## config.mk

```make
export PLATFORM = sky130hd
export DESIGN_NAME = chip_reset_dist
export DESIGN_NICKNAME = d
export VERILOG_FILES = /design/src/rtl/chip_rst_pkg.sv /design/src/rtl/rst_sync2.sv /design/src/rtl/rst_src_ctrl.sv /design/src/rtl/rst_cell_array.sv /design/src/rtl/chip_reset_dist.sv
export SDC_FILE = /design/constraint.sdc
export NUM_CORES = 1
export LEC_CHECK = 0
export ABC_AREA = 1
export BUFFER_PORTS_ARGS = -buffer_cell sky130_fd_sc_hd__buf_2
export CORE_UTILIZATION = 35
export CTS_CLUSTER_SIZE = 16
export DETAILED_ROUTE_END_ITERATION = 10
export GPL_ROUTABILITY_DRIVEN = 0
export HOLD_SLACK_MARGIN = 0.08
export PLACE_DENSITY = 0.69
export SYNTH_ARGS = -nofsm -noshare
export SYNTH_HDL_FRONTEND = slang
export SYNTH_HIERARCHICAL = 1
export SYNTH_SLANG_ARGS = --single-unit
```

## constraint.sdc

```tcl
create_clock -name clk -period 1.68 [get_ports clk]
set_input_delay 0.084 -clock clk [delete_from_list [all_inputs] [get_ports clk]]
set_output_delay 0.084 -clock clk [all_outputs]
set_load 0.03 [all_outputs]
```

## src/rtl/chip_rst_pkg.sv

```systemverilog
package chip_rst_pkg;
  typedef enum logic [1:0] {
    SRC_NONE  = 2'd0,
    SRC_PAD   = 2'd1,
    SRC_ALT   = 2'd2,
    SRC_NONE2 = 2'd3
  } rst_src_e;

  // Normalise a raw level to "asserted" given the polarity bit.
  function automatic logic asserted(input logic lvl, input logic pol_low);
    return lvl ^ pol_low;
  endfunction
endpackage

```

## src/rtl/rst_sync2.sv

```systemverilog
module rst_sync2 (
  input  logic clk,
  input  logic rst,
  input  logic idle_i,
  input  logic d_i,
  output logic q_o
);
  logic meta_q;
  logic sync_q;

  always_ff @(posedge clk) begin
    if (rst) begin
      meta_q <= idle_i;
      sync_q <= idle_i;
    end else begin
      meta_q <= d_i;
      sync_q <= meta_q;
    end
  end

  assign q_o = sync_q;
endmodule

```

## src/rtl/rst_src_ctrl.sv

```systemverilog
module rst_src_ctrl
  import chip_rst_pkg::*;
(
  input  logic     clk,
  input  logic     por_i,
  input  logic     cfg_busy_i,
  input  logic     pad_sync_i,
  input  logic     alt_rst_i,
  input  rst_src_e src_sel_i,
  input  logic     pol_low_i,
  output logic     glob_q_o,
  output logic     in_cfg_q_o,
  output logic     abort_q_o,
  output logic     pass_q_o
);
  logic pad_act;
  logic alt_act;
  logic src_act;
  logic cfg_pad;
  logic cfg_pad_q;

  assign pad_act = asserted(pad_sync_i, pol_low_i);
  assign alt_act = asserted(alt_rst_i, pol_low_i);
  assign cfg_pad = cfg_busy_i & pad_act;

  always_comb begin
    unique case (src_sel_i)
      SRC_PAD: src_act = pad_act;
      SRC_ALT: src_act = alt_act;
      default: src_act = 1'b0;
    endcase
  end

  always_ff @(posedge clk) begin
    if (por_i) begin
      glob_q_o   <= 1'b1;
      in_cfg_q_o <= 1'b1;
      abort_q_o  <= 1'b0;
      cfg_pad_q  <= 1'b0;
      pass_q_o   <= 1'b0;
    end else begin
      glob_q_o   <= cfg_busy_i | src_act;
      in_cfg_q_o <= cfg_busy_i;
      abort_q_o  <= cfg_pad & ~cfg_pad_q;
      cfg_pad_q  <= cfg_pad;
      pass_q_o   <= (!cfg_busy_i && src_sel_i != SRC_PAD) ? pad_sync_i : 1'b0;
    end
  end
endmodule

```

## src/rtl/rst_cell_array.sv

```systemverilog
module rst_cell_array #(
  parameter int NCELL = 16,
  parameter int GRP   = 4,
  localparam int NGRP = NCELL / GRP
) (
  input  logic             clk,
  input  logic             glob_q_i,
  input  logic             in_cfg_q_i,
  input  logic [NCELL-1:0] set_mask_i,
  input  logic [NGRP-1:0]  optout_i,
  input  logic [NCELL-1:0] we_i,
  input  logic [NCELL-1:0] d_i,
  output logic [NCELL-1:0] q_o
);
  for (genvar g = 0; g < NGRP; g++) begin : g_grp
    logic grp_rst;
    assign grp_rst = glob_q_i & (in_cfg_q_i | ~optout_i[g]);
    for (genvar c = 0; c < GRP; c++) begin : g_cell
      localparam int IDX = g * GRP + c;
      always_ff @(posedge clk) begin
        if (grp_rst)       q_o[IDX] <= set_mask_i[IDX];
        else if (we_i[IDX]) q_o[IDX] <= d_i[IDX];
      end
    end
  end
endmodule

```

## src/rtl/chip_reset_dist.sv

```systemverilog
module chip_reset_dist
  import chip_rst_pkg::*;
#(
  parameter int NCELL = 16,
  parameter int GRP   = 4,
  localparam int NGRP = NCELL / GRP
) (
  input  logic             clk,
  input  logic             por_i,
  input  logic             cfg_busy_i,
  input  logic             pad_rst_i,
  input  logic             alt_rst_i,
  input  logic [1:0]       src_sel_i,
  input  logic             src_pol_low_i,
  input  logic [NCELL-1:0] cell_set_mask_i,
  input  logic [NGRP-1:0]  grp_optout_i,
  input  logic [NCELL-1:0] cell_we_i,
  input  logic [NCELL-1:0] cell_d_i,
  output logic             glob_rst_o,
  output logic             abort_pulse_o,
  output logic             pad_pass_o,
  output logic [NCELL-1:0] cell_q_o
);
  logic pad_sync;
  logic glob_q;
  logic in_cfg_q;

  rst_sync2 u_pad_sync (
    .clk    (clk),
    .rst    (por_i),
    .idle_i (src_pol_low_i),
    .d_i    (pad_rst_i),
    .q_o    (pad_sync)
  );

  rst_src_ctrl u_src (
    .clk        (clk),
    .por_i      (por_i),
    .cfg_busy_i (cfg_busy_i),
    .pad_sync_i (pad_sync),
    .alt_rst_i  (alt_rst_i),
    .src_sel_i  (rst_src_e'(src_sel_i)),
    .pol_low_i  (src_pol_low_i),
    .glob_q_o   (glob_q),
    .in_cfg_q_o (in_cfg_q),
    .abort_q_o  (abort_pulse_o),
    .pass_q_o   (pad_pass_o)
  );

  rst_cell_array #(.NCELL(NCELL), .GRP(GRP)) u_cells (
    .clk        (clk),
    .glob_q_i   (glob_q),
    .in_cfg_q_i (in_cfg_q),
    .set_mask_i (cell_set_mask_i),
    .optout_i   (grp_optout_i),
    .we_i       (cell_we_i),
    .d_i        (cell_d_i),
    .q_o        (cell_q_o)
  );

  assign glob_rst_o = glob_q;
endmodule

```

==> flow_metrics.tcl, run 1 <==
set metrics [dict create \
    grtUsageTotal_pct 21.0 \
    fp.dieH_um 60 \
    rsz0062_at_grt "false" \
    syn_nets 207 \
    peakVddDrop_mv 0.351 \
    die-area_sq_mm 0.00360 \
    seq_area_frac_synth_pct 52.7 \
    tightest_slew_ps 151 \
    viasPerCell 4.34 \
    synth_cell_type_count 14 \
    cts_root_buf "clkbuf_4" \
    cts.clk_slew.worst_paths_ps 130 \
    critical_path_arrival_ps 1660 \
    period_share_pct 94.5 \
    setup_viol_count_final 0 \
    gr-usage-met3_pct 5.41 \
    nets 340 \
    numPortBuffers 78 \
    power_density_mw_per_mm2 665 \
    synth-seq-cells 23 \
    gr-usage-met1_pct 18.3 \
    end_kind "flop" \
    insertion_delay_ps 310 \
    hp-class "input pin to flop" \
    final_cell_mix "buf_2 (78), nand2_1 (61), dlygate4sd3_1 (51)" \
    numCtsBuffers 3 \
    grt_first_pass_wirelength_mm 5.49 \
    fillerInstances 249 \
    placed_area_sq_mm 0.00161 \
    crit_type "flop to flop" \
    netlist_area_sq_mm 0.00118 \
    start_util_pct 37.6 \
    synthTopCellsByArea "edfxtp_1 (41%), nand2_1 (19%), dfxtp_1 (12%)" \
    first_pass_iters 4 \
    dp_slack_ps 590 \
    gr-total-overflow 0 \
    grt_use_met2_pct 41.3 \
    vias 1392 \
    synth_top_area_cell "edfxtp_1" \
    cts_tree "built" \
    fp-row-count 20 \
    drtIter0Drc 59 \
    grt_pass1_vias 1423 \
    detail-route-antenna-nets 0 \
    wirelength_mm 3.52 \
    dp_hpwl_mm 2.15 \
    max-slew-margin-rel_pct 89.8 \
    p_leak_nw 1.17 \
    min_period_ps 1590 \
    tns_ps 0 \
    final_common_cell "buf_2" \
    clock_skew_ps 2.16 \
    area_delta_synth_final_pct 83.4 \
    fmax_ghz 0.630 \
    coreArea_sq_mm 0.00313 \
    io_pins 79 \
    holdWs_ps 91.0 \
    drcViolationCount 0 \
    status "completed" \
    cts_sinks 23 \
    cp_max_fo 20 \
    synth.top_cell.area_share_pct 40.8 \
    syn_inst 145 \
    antenna_found_initial 0 \
    routedWlPerCell_um 11.0 \
    avgSynthCellArea_sq_um 8.12 \
    clk_path_buf_depth 2 \
    grt_max_degree 21 \
    drive_gt1_share_pct 34.3 \
    final_max_slew_viol_count 0 \
    antenna_cells 0 \
    yosys_warnings 6 \
    crit_required_ps 1760 \
    critPathLaunchType "flop" \
    dieWidth_um 60 \
    h-tree-depth 1 \
    postLayoutCellArea_sq_mm 0.00216 \
    hold_viol 0 \
    postLayoutSetupSlackWorst_ps 92.8 \
    cap_violations 0 \
    grt-busiest-layer "met2" \
]
==> per-layer routing <==
metal	share of wire [%]	vias to the layer above
met1	35	591
met4	4.2	0
met5	0	-
met2	52	74
met3	9.1	16
li1	-	711
==> kinds of logic (layout without fill, tap and decap cells) <==
kind of cell	count (synthesis)	in the layout	share of synthesized area (%)
fa+ha+maj	2	2	2.13
flops	23	23	52.7
simple gates	92	92	35.5
buf+inv	28	160	9.67
==> area by class of cell <==
cell class | instances | area (sq um) | share of cell area [%]
repair buffers | 130 | 916 | 42.4
flip-flops and latches | 23 | 621 | 28.7
multi-input cells | 94 | 443 | 20.5
inverters | 26 | 97.6 | 4.52
well taps | 44 | 55.1 | 2.55
clock buffers | 3 | 22.5 | 1.04
clock inverters | 1 | 5.00 | 0.232
==> report_power, final <==
group          switching (mW)  total [mW]  internal (mW)
combinational           0.255       0.485          0.229
clock                   0.171       0.260         0.0889
sequential             0.0176       0.691          0.673
==> sequential cells by signal, indices dropped and copies added (netlist names) <==
signal             cells
u_cells/q_o           16
u_pad_sync/meta_q      1
u_pad_sync/q_o         1
u_src/abort_q_o        1
u_src/cfg_pad_q        1
u_src/glob_q_o         1
u_src/in_cfg_q_o       1
u_src/pass_q_o         1
==> final timing paths <==
kind	from	end	slack (ps)	cells past startpoint
setup / recovery	u_src/glob_q_o	u_cells/q_o[6]	90	5
hold / removal	cell_set_mask_i[2]	u_cells/q_o[2]	90	3
setup reg to reg	u_src/glob_q_o	u_cells/q_o[6]	90	5
hold reg to reg	u_src/cfg_pad_q	u_src/abort_q_o	420	1
==> what timing repair did <==
action                     4_1_cts  5_1_grt
hold endpoints to repair        39        0
setup buffers                    0        0
gates resized for setup          0        2
hold buffers                    52        0
setup endpoints to repair        0       13
==> cell usage after synthesis <==
master,number
buf_6,1
inv_1,24
ha_1,2
nand3_1,18
nand2_2,5
dfxtp_1,7
nor3_1,1
nor2_1,2
edfxtp_1,16
inv_2,2
buf_2,1
nor3_2,1
nand2_4,4
nand2_1,61
==> worst max-delay path: stages (launching register included) <==
cell and delay, ps:
dfxtp_1 380, buf_8 200, nand2_4 100, nand2_1 70
nand2_1 50, dlygate4sd3_1 550
==> stage by stage <==
step | util (%) | total power, mW | std cells
finish | 69.0 | 1.44 | 321
floorplan | - | 0.926 | 145
CTS | 69.1 | 1.44 | 322
global placement | 51.6 | 1.06 | 266
detailed placement | 51.6 | 1.06 | 266
global route | 69.0 | 1.52 | 321
(Power assumes the default switching activity.)
==> run 2, diff against run 1 <==
--- a/config.mk
+++ b/config.mk
@@ -5,14 +5,13 @@
 export SDC_FILE = /design/constraint.sdc
 export NUM_CORES = 1
 export LEC_CHECK = 0
-export ABC_AREA = 1
 export BUFFER_PORTS_ARGS = -buffer_cell sky130_fd_sc_hd__buf_2
 export CORE_UTILIZATION = 35
 export CTS_CLUSTER_SIZE = 16
 export DETAILED_ROUTE_END_ITERATION = 10
 export GPL_ROUTABILITY_DRIVEN = 0
 export HOLD_SLACK_MARGIN = 0.08
-export PLACE_DENSITY = 0.69
+export PLACE_DENSITY = 0.71
 export SYNTH_ARGS = -nofsm -noshare
 export SYNTH_HDL_FRONTEND = slang
 export SYNTH_HIERARCHICAL = 1
==> run 2 against run 1 <==
  * Sequential power is essentially flat
  * Combinational power down 12%
  * Wire length shrank 8.1%
  * Die area is 7.6% lower
  * Core utilization grew 2.8 points
  * The run now ends with DRC left
  * Cell area is 5.0% lower
  * Largest power group unchanged
  * Clock skew increased by 1.9 ps
  * Highest routed layer unchanged
  * First-iteration DRC count is 51% lower
==> flow_metrics.tcl, run 2 <==
set metrics [dict create \
    synthTopCellsByArea "edfxtp_1 (44%), mux2_2 (19%), dfxtp_1 (13%)" \
    synth_fa_ha_area_share_pct 2.31 \
    crit_required_ps 1880 \
    largest_reg_flops 16 \
    drive_gt1_share_pct 49.1 \
    postLayoutSetupSlackWorst_ps 253 \
    tightest_slew_ps 381 \
    cts_root_buf "clkbuf_4" \
    worstPathCellList "dlygate4sd3_1 > buf_2 > mux2_2 > dlygate4sd3_1" \
    period_share_pct 84.9 \
    nets 275 \
    wirelength_mm 3.23 \
    synth_top_area_cell "edfxtp_1" \
    crit_type "input pin to flop" \
    viasPerCell 4.53 \
    violations "DRC" \
    antenna_cells 0 \
    highest_layer "met4" \
    first_pass_iters 7 \
    final_common_cell "buf_2" \
    insertion_delay_ps 300 \
    drcViolationCount 9 \
    numPortBuffers 78 \
    synth.top_cell.area_share_pct 44.3 \
    gr-total-overflow 0 \
    peakVddDrop_mv 0.464 \
    synthFlopType "edfxtp_1" \
    critPathLaunchType "input pin" \
    synthMuxAreaShare_pct 18.7 \
    drtIter0Drc 29 \
    hold_viol 0 \
    cap_violations 0 \
    min_period_ps 1430 \
    synth_cell_type_count 15 \
    dp_cells 188 \
    routedWlPerCell_um 13.3 \
    setup_viol_count_final 0 \
    wl_met1_mm 1.10 \
    antenna_found_initial 0 \
    h-tree-depth 1 \
    top_register "u_cells/q_o" \
    numCtsBuffers 3 \
    hp-class "input pin to flop" \
    final_cell_mix "buf_2 (78), dlygate4sd3_1 (51), mux2_2 (18)" \
    grt_pass1_vias 1174 \
    dp_slack_ps 316 \
    cpMostUsedCell "dlygate4sd3_1" \
    fp.dieH_um 57.7 \
    synth_edf_count 16 \
    dp_hpwl_mm 1.95 \
    area_delta_synth_final_pct 89.0 \
    vias 1100 \
    cts_sinks 23 \
    async_flop_share_pct 0 \
    detail-route-antenna-nets 0 \
    synth_compound_area_share_pct 4.84 \
    avgSynthCellArea_sq_um 13.7 \
    synth-seq-cells 23 \
    synth_simple_gate_area_share_pct 14.1 \
    clk_path_buf_depth 2 \
    cp_slowest_cell "dlygate4sd3_1" \
    yosys_warnings 6 \
    clock_skew_ps 4.11 \
    cts.clk_slew.worst_paths_ps 120 \
    cts_tree "built" \
    grtUsageTotal_pct 19.1 \
    die-area_sq_mm 0.00333 \
    wl_met3_um 300 \
    final_max_slew_viol_count 0 \
    io_pins 79 \
    p_leak_nw 0.937 \
    netlist_area_sq_mm 0.00108 \
    critPathMaxStageDelay_ps 560 \
    layoutNonFillerInstCount 243 \
    start_util_pct 38.0 \
    critical_path_arrival_ps 1630 \
    final_util_pct 71.9 \
    end_kind "flop" \
    grt_first_pass_wirelength_mm 4.77 \
    syn_nets 141 \
    placed_area_sq_mm 0.00151 \
    syn_inst 79 \
    fmax_ghz 0.701 \
    grt_max_degree 13 \
    power_density_mw_per_mm2 667 \
    holdWs_ps 88.4 \
    tns_ps 0 \
    synth.most_common_cell "mux2_2" \
    power_mw 1.37 \
    status "finished with violations" \
    synthTopCellsByCount "mux2_2 (18), nand2b_1 (17), edfxtp_1 (16), dfxtp_1 (7), inv_1 (6)" \
    fillerInstances 202 \
    synthXorXnorAreaFrac_pct 0.807 \
    coreArea_sq_mm 0.00285 \
    routed-wl-met2_mm 1.82 \
    fp-row-count 19 \
    postLayoutCellArea_sq_mm 0.00205 \
    synth_top_family_by_area "multiplexers" \
    max-slew-margin-rel_pct 74.6 \
    rsz0062_at_grt "false" \
    seq_area_frac_synth_pct 57.2 \
    dieWidth_um 57.7 \
    cts_setup_buffers 0 \
    cp_max_fo 4 \
]
-- run 2: cell count changes after synthesis, moves of 4 or more --
| cell | previous run | this run |
|---|---|---|
| inv_1 | 24 | 6 |
| mux2_2 | 0 | 18 |
| nand2_1 | 61 | 0 |
| nand2_2 | 5 | 0 |
| nand2_4 | 4 | 0 |
| nand2b_1 | 0 | 17 |
| nand3_1 | 18 | 0 |
| o21ai_2 | 0 | 4 |
-- run 2: what timing repair did --
item,CTS,global route
gates resized for setup,0,0
endpoints found under the hold margin,35,2
endpoints found under the setup margin,0,0
hold buffers,49,2
-- run 2: worst paths after layout --
| path | cells past startpoint | from | slack [ps] | endpoint |
|---|---|---|---|---|
| setup / recovery | 4 | por_i | 250 | u_pad_sync/meta_q |
| hold / removal | 2 | cell_set_mask_i[15] | 90 | u_cells/q_o[15] |
| setup reg to reg | 2 | u_src/in_cfg_q_o | 300 | u_cells/q_o[9] |
| hold reg to reg | 1 | u_src/cfg_pad_q | 400 | u_src/abort_q_o |
-- run 2: area by class of cell --
| cell class | instances | area, sq um | area share [%] |
|---|---|---|---|
| Timing Repair Buffer | 129 | 901 | 43.9 |
| Clock buffer | 4 | 26.3 | 1.28 |
| Tap cell | 31 | 38.8 | 1.89 |
| Inverter | 6 | 22.5 | 1.10 |
| Sequential cell | 23 | 621 | 30.3 |
| Multi-Input combinational cell | 50 | 442 | 21.5 |
-- run 2: cell families (layout without fill, tap and decap cells) --
| family | after synthesis | count (layout) |
|---|---|---|
| muxes | 18 | 18 |
| buffers and inverters | 6 | 139 |
| DFF | 23 | 23 |
| xor gates and xnor gates | 1 | 1 |
| adders and majority gates | 2 | 2 |
| AOI/OAI and AO/OA | 6 | 6 |
| and+or+nand+nor | 23 | 23 |
-- run 2: per-layer routing --
layer / vias to the layer above / GRT usage, %
met5: - / 0
met4: 0 / 4.08
met3: 2 / 4.46
met2: 54 / 41.2
met1: 499 / 17.4
li1: 545 / -
-- run 2: power by group --
part / internal [mW] / switching (mW)
logic: 0.223 / 0.203
clock network: 0.0925 / 0.160
registers: 0.669 / 0.0205
total: 0.984 / 0.383
-- run 2: worst max-delay path, delay by kind of cell --
kind / cells / cell delay [ps]
multiplexers: 1 / 330
buffers and inverters: 3 / 1220
==> run 3, diff against run 2 <==
--- a/config.mk
+++ b/config.mk
@@ -11,7 +11,7 @@
 export DETAILED_ROUTE_END_ITERATION = 10
 export GPL_ROUTABILITY_DRIVEN = 0
 export HOLD_SLACK_MARGIN = 0.08
-export PLACE_DENSITY = 0.71
+export PLACE_DENSITY = 0.74
 export SYNTH_ARGS = -nofsm -noshare
 export SYNTH_HDL_FRONTEND = slang
 export SYNTH_HIERARCHICAL = 1
==> constraint.sdc (replaced) <==
create_clock -name clk -period 1.3 [get_ports clk]
set_input_delay 0.065 -clock clk [delete_from_list [all_inputs] [get_ports clk]]
set_output_delay 0.065 -clock clk [all_outputs]
set_load 0.03 [all_outputs]
==> run 3 against run 2 <==
  * The flow still finishes with violations (DRC)
  * Register-to-register slack worse by 280 ps
  * Critical path depth down 2
  * Core utilization increased by 2.5 points
  * Clock-buffer cell count is 1 lower
  * Sequential cell count unchanged
  * Sequential share of layout area is 0.80 points lower
  * Clock skew grew 3.8 ps
  * Hold slack improved by 46 ps
  * Power is 31% higher
  * Non-clock buffer count rose by 4
  * Critical endpoint is now u_cells/q_o[3]
  * Largest cell class unchanged
  * Largest power group unchanged
==> flow_metrics.tcl, run 3 (same netlist as run 2, synthesis figures left out) <==
set metrics [dict create \
    setup_viol_count_final 0 \
    viasPerCell 4.56 \
    dp_hpwl_mm 1.94 \
    start_util_pct 38.0 \
    die-area_sq_mm 0.00333 \
    numPortBuffers 78 \
    hp-class "input pin to flop" \
    final_common_cell "buf_2" \
    crit_family "flip-flops" \
    h-tree-depth 1 \
    tns_ps 0 \
    drtIter0Drc 56 \
    detail-route-antenna-nets 0 \
    crit_required_ps 1360 \
    vias 1126 \
    final-seq-area_sq_um 626 \
    final_max_slew_viol_count 0 \
    cts.clk_slew.worst_paths_ps 130 \
    grt_first_pass_wirelength_mm 5.04 \
    cts_tree "built" \
    multi_input_area_sq_um 475 \
    status "finished with violations" \
    hold_viol 0 \
    critPathMaxStageDelay_ps 410 \
    antenna_cells 0 \
    insertion_delay_ps 300 \
    routedWlPerCell_um 13.1 \
    final_util_pct 74.4 \
    p_leak_nw 0.965 \
    grt_max_degree 14 \
    clk_path_buf_depth 2 \
    clock_skew_ps 7.86 \
    antenna_found_initial 0 \
    cts_root_buf "clkbuf_4" \
    area_delta_synth_final_pct 95.7 \
    nets 279 \
    numCtsBuffers 3 \
    cts_sinks 23 \
    io_pins 79 \
    period_share_pct 98.2 \
    min_period_ps 1280 \
    top_register "u_cells/q_o" \
    fillerInstances 165 \
    first_pass_iters 7 \
    fp.dieH_um 57.7 \
    largest_reg_flops 16 \
    grt_pass1_vias 1225 \
    crit_type "flop to flop" \
    fmax_ghz 0.783 \
    dp_cells 191 \
    cp_slowest_cell "dfxtp_4" \
    worstPathCellList "o21ai_4 > mux2_2" \
    path_buf_inv 0 \
    gr-total-overflow 0 \
    power_density_mw_per_mm2 841 \
    drcViolationCount 9 \
    peakVddDrop_mv 0.476 \
    fp-row-count 19 \
    rsz0062_at_grt "true" \
    max-slew-margin-rel_pct 79.4 \
    critical_path_arrival_ps 1340 \
    layoutNonFillerInstCount 247 \
    grtUsageTotal_pct 19.5 \
    dieWidth_um 57.7 \
    cp_max_fo 7 \
    cap_violations 0 \
    power_mw 1.78 \
    coreArea_sq_mm 0.00285 \
    critPathLaunchType "flop" \
    final_cell_mix "buf_2 (78), dlygate4sd3_1 (52), nand2b_1 (17), mux2_2 (17), edfxtp_1 (16)" \
    violations "DRC" \
    wirelength_mm 3.24 \
    end_kind "flop" \
    tightest_slew_ps 309 \
    drive_gt1_share_pct 50.9 \
]
==> run 3: changes by cell type in the layout (fill, tap and decap cells not counted), moves of 2 or more <==
cell	before	now
buf_4	0	3
dfxtp_1	7	5
o21ai_2	4	0
o21ai_4	0	4
==> run 3: path summary, 6_finish.rpt <==
check,cells past startpoint,slack [ps],endpoint,startpoint
max,2,20,u_cells/q_o[3],u_src/in_cfg_q_o
min,3,130,u_src/pass_q_o,src_sel_i[0]
max reg2reg,2,20,u_cells/q_o[3],u_src/in_cfg_q_o
min reg2reg,1,400,u_src/abort_q_o,u_src/cfg_pad_q
==> run 3: timing repair <==
item | in CTS | in global routing
setup endpoints to repair | 16 | 16
cloned | 0 | 0
pin swaps | 0 | 3
endpoints found under the hold margin | 38 | 0
hold buffers | 52 | 0
gates resized for setup | 0 | 7
setup buffers | 0 | 0
==> run 3: final cells by class <==
| type | count | share of cell area [%] |
|---|---|---|
| repair buffers | 133 | 44.0 |
| flip-flops and latches | 23 | 29.5 |
| multi-input cells | 50 | 22.4 |
| well taps | 31 | 1.83 |
| clock buffers | 3 | 1.06 |
| inverters | 6 | 1.06 |
| clock inverters | 1 | 0.236 |
==> run 3: stage by stage <==
step | hold slack, ps | worst slack, ps | area (sq um)
3_3_place_gp | 290 | -12.4 | 1540
5_1_grt | 138 | -21.4 | 2120
3_5_place_dp | 294 | -46.6 | 1540
4_1_cts | 110 | -60.9 | 2090
2_1_floorplan | 139 | 51.1 | 1090
6_report | 134 | 23.2 | 2120
==> run 3: metal layers <==
metal	vias to the layer above	share of wire [%]	global-route usage, %
met4	0	1.1	4.08
li1	554	-	-
met3	4	7.5	4.02
met1	513	38	20.6
met5	-	0	0
met2	55	53	39.4
==> run 3: worst register-to-register path: stages, from the launching register on <==
cell     delay (ps)
dfxtp_4         410
o21ai_4         250
mux2_2          380
==> run 3: power by group <==
group / switching (mW) / internal [mW] / total [mW]
clock: 0.202 / 0.114 / 0.317
combinational: 0.266 / 0.304 / 0.571
sequential: 0.0335 / 0.864 / 0.898
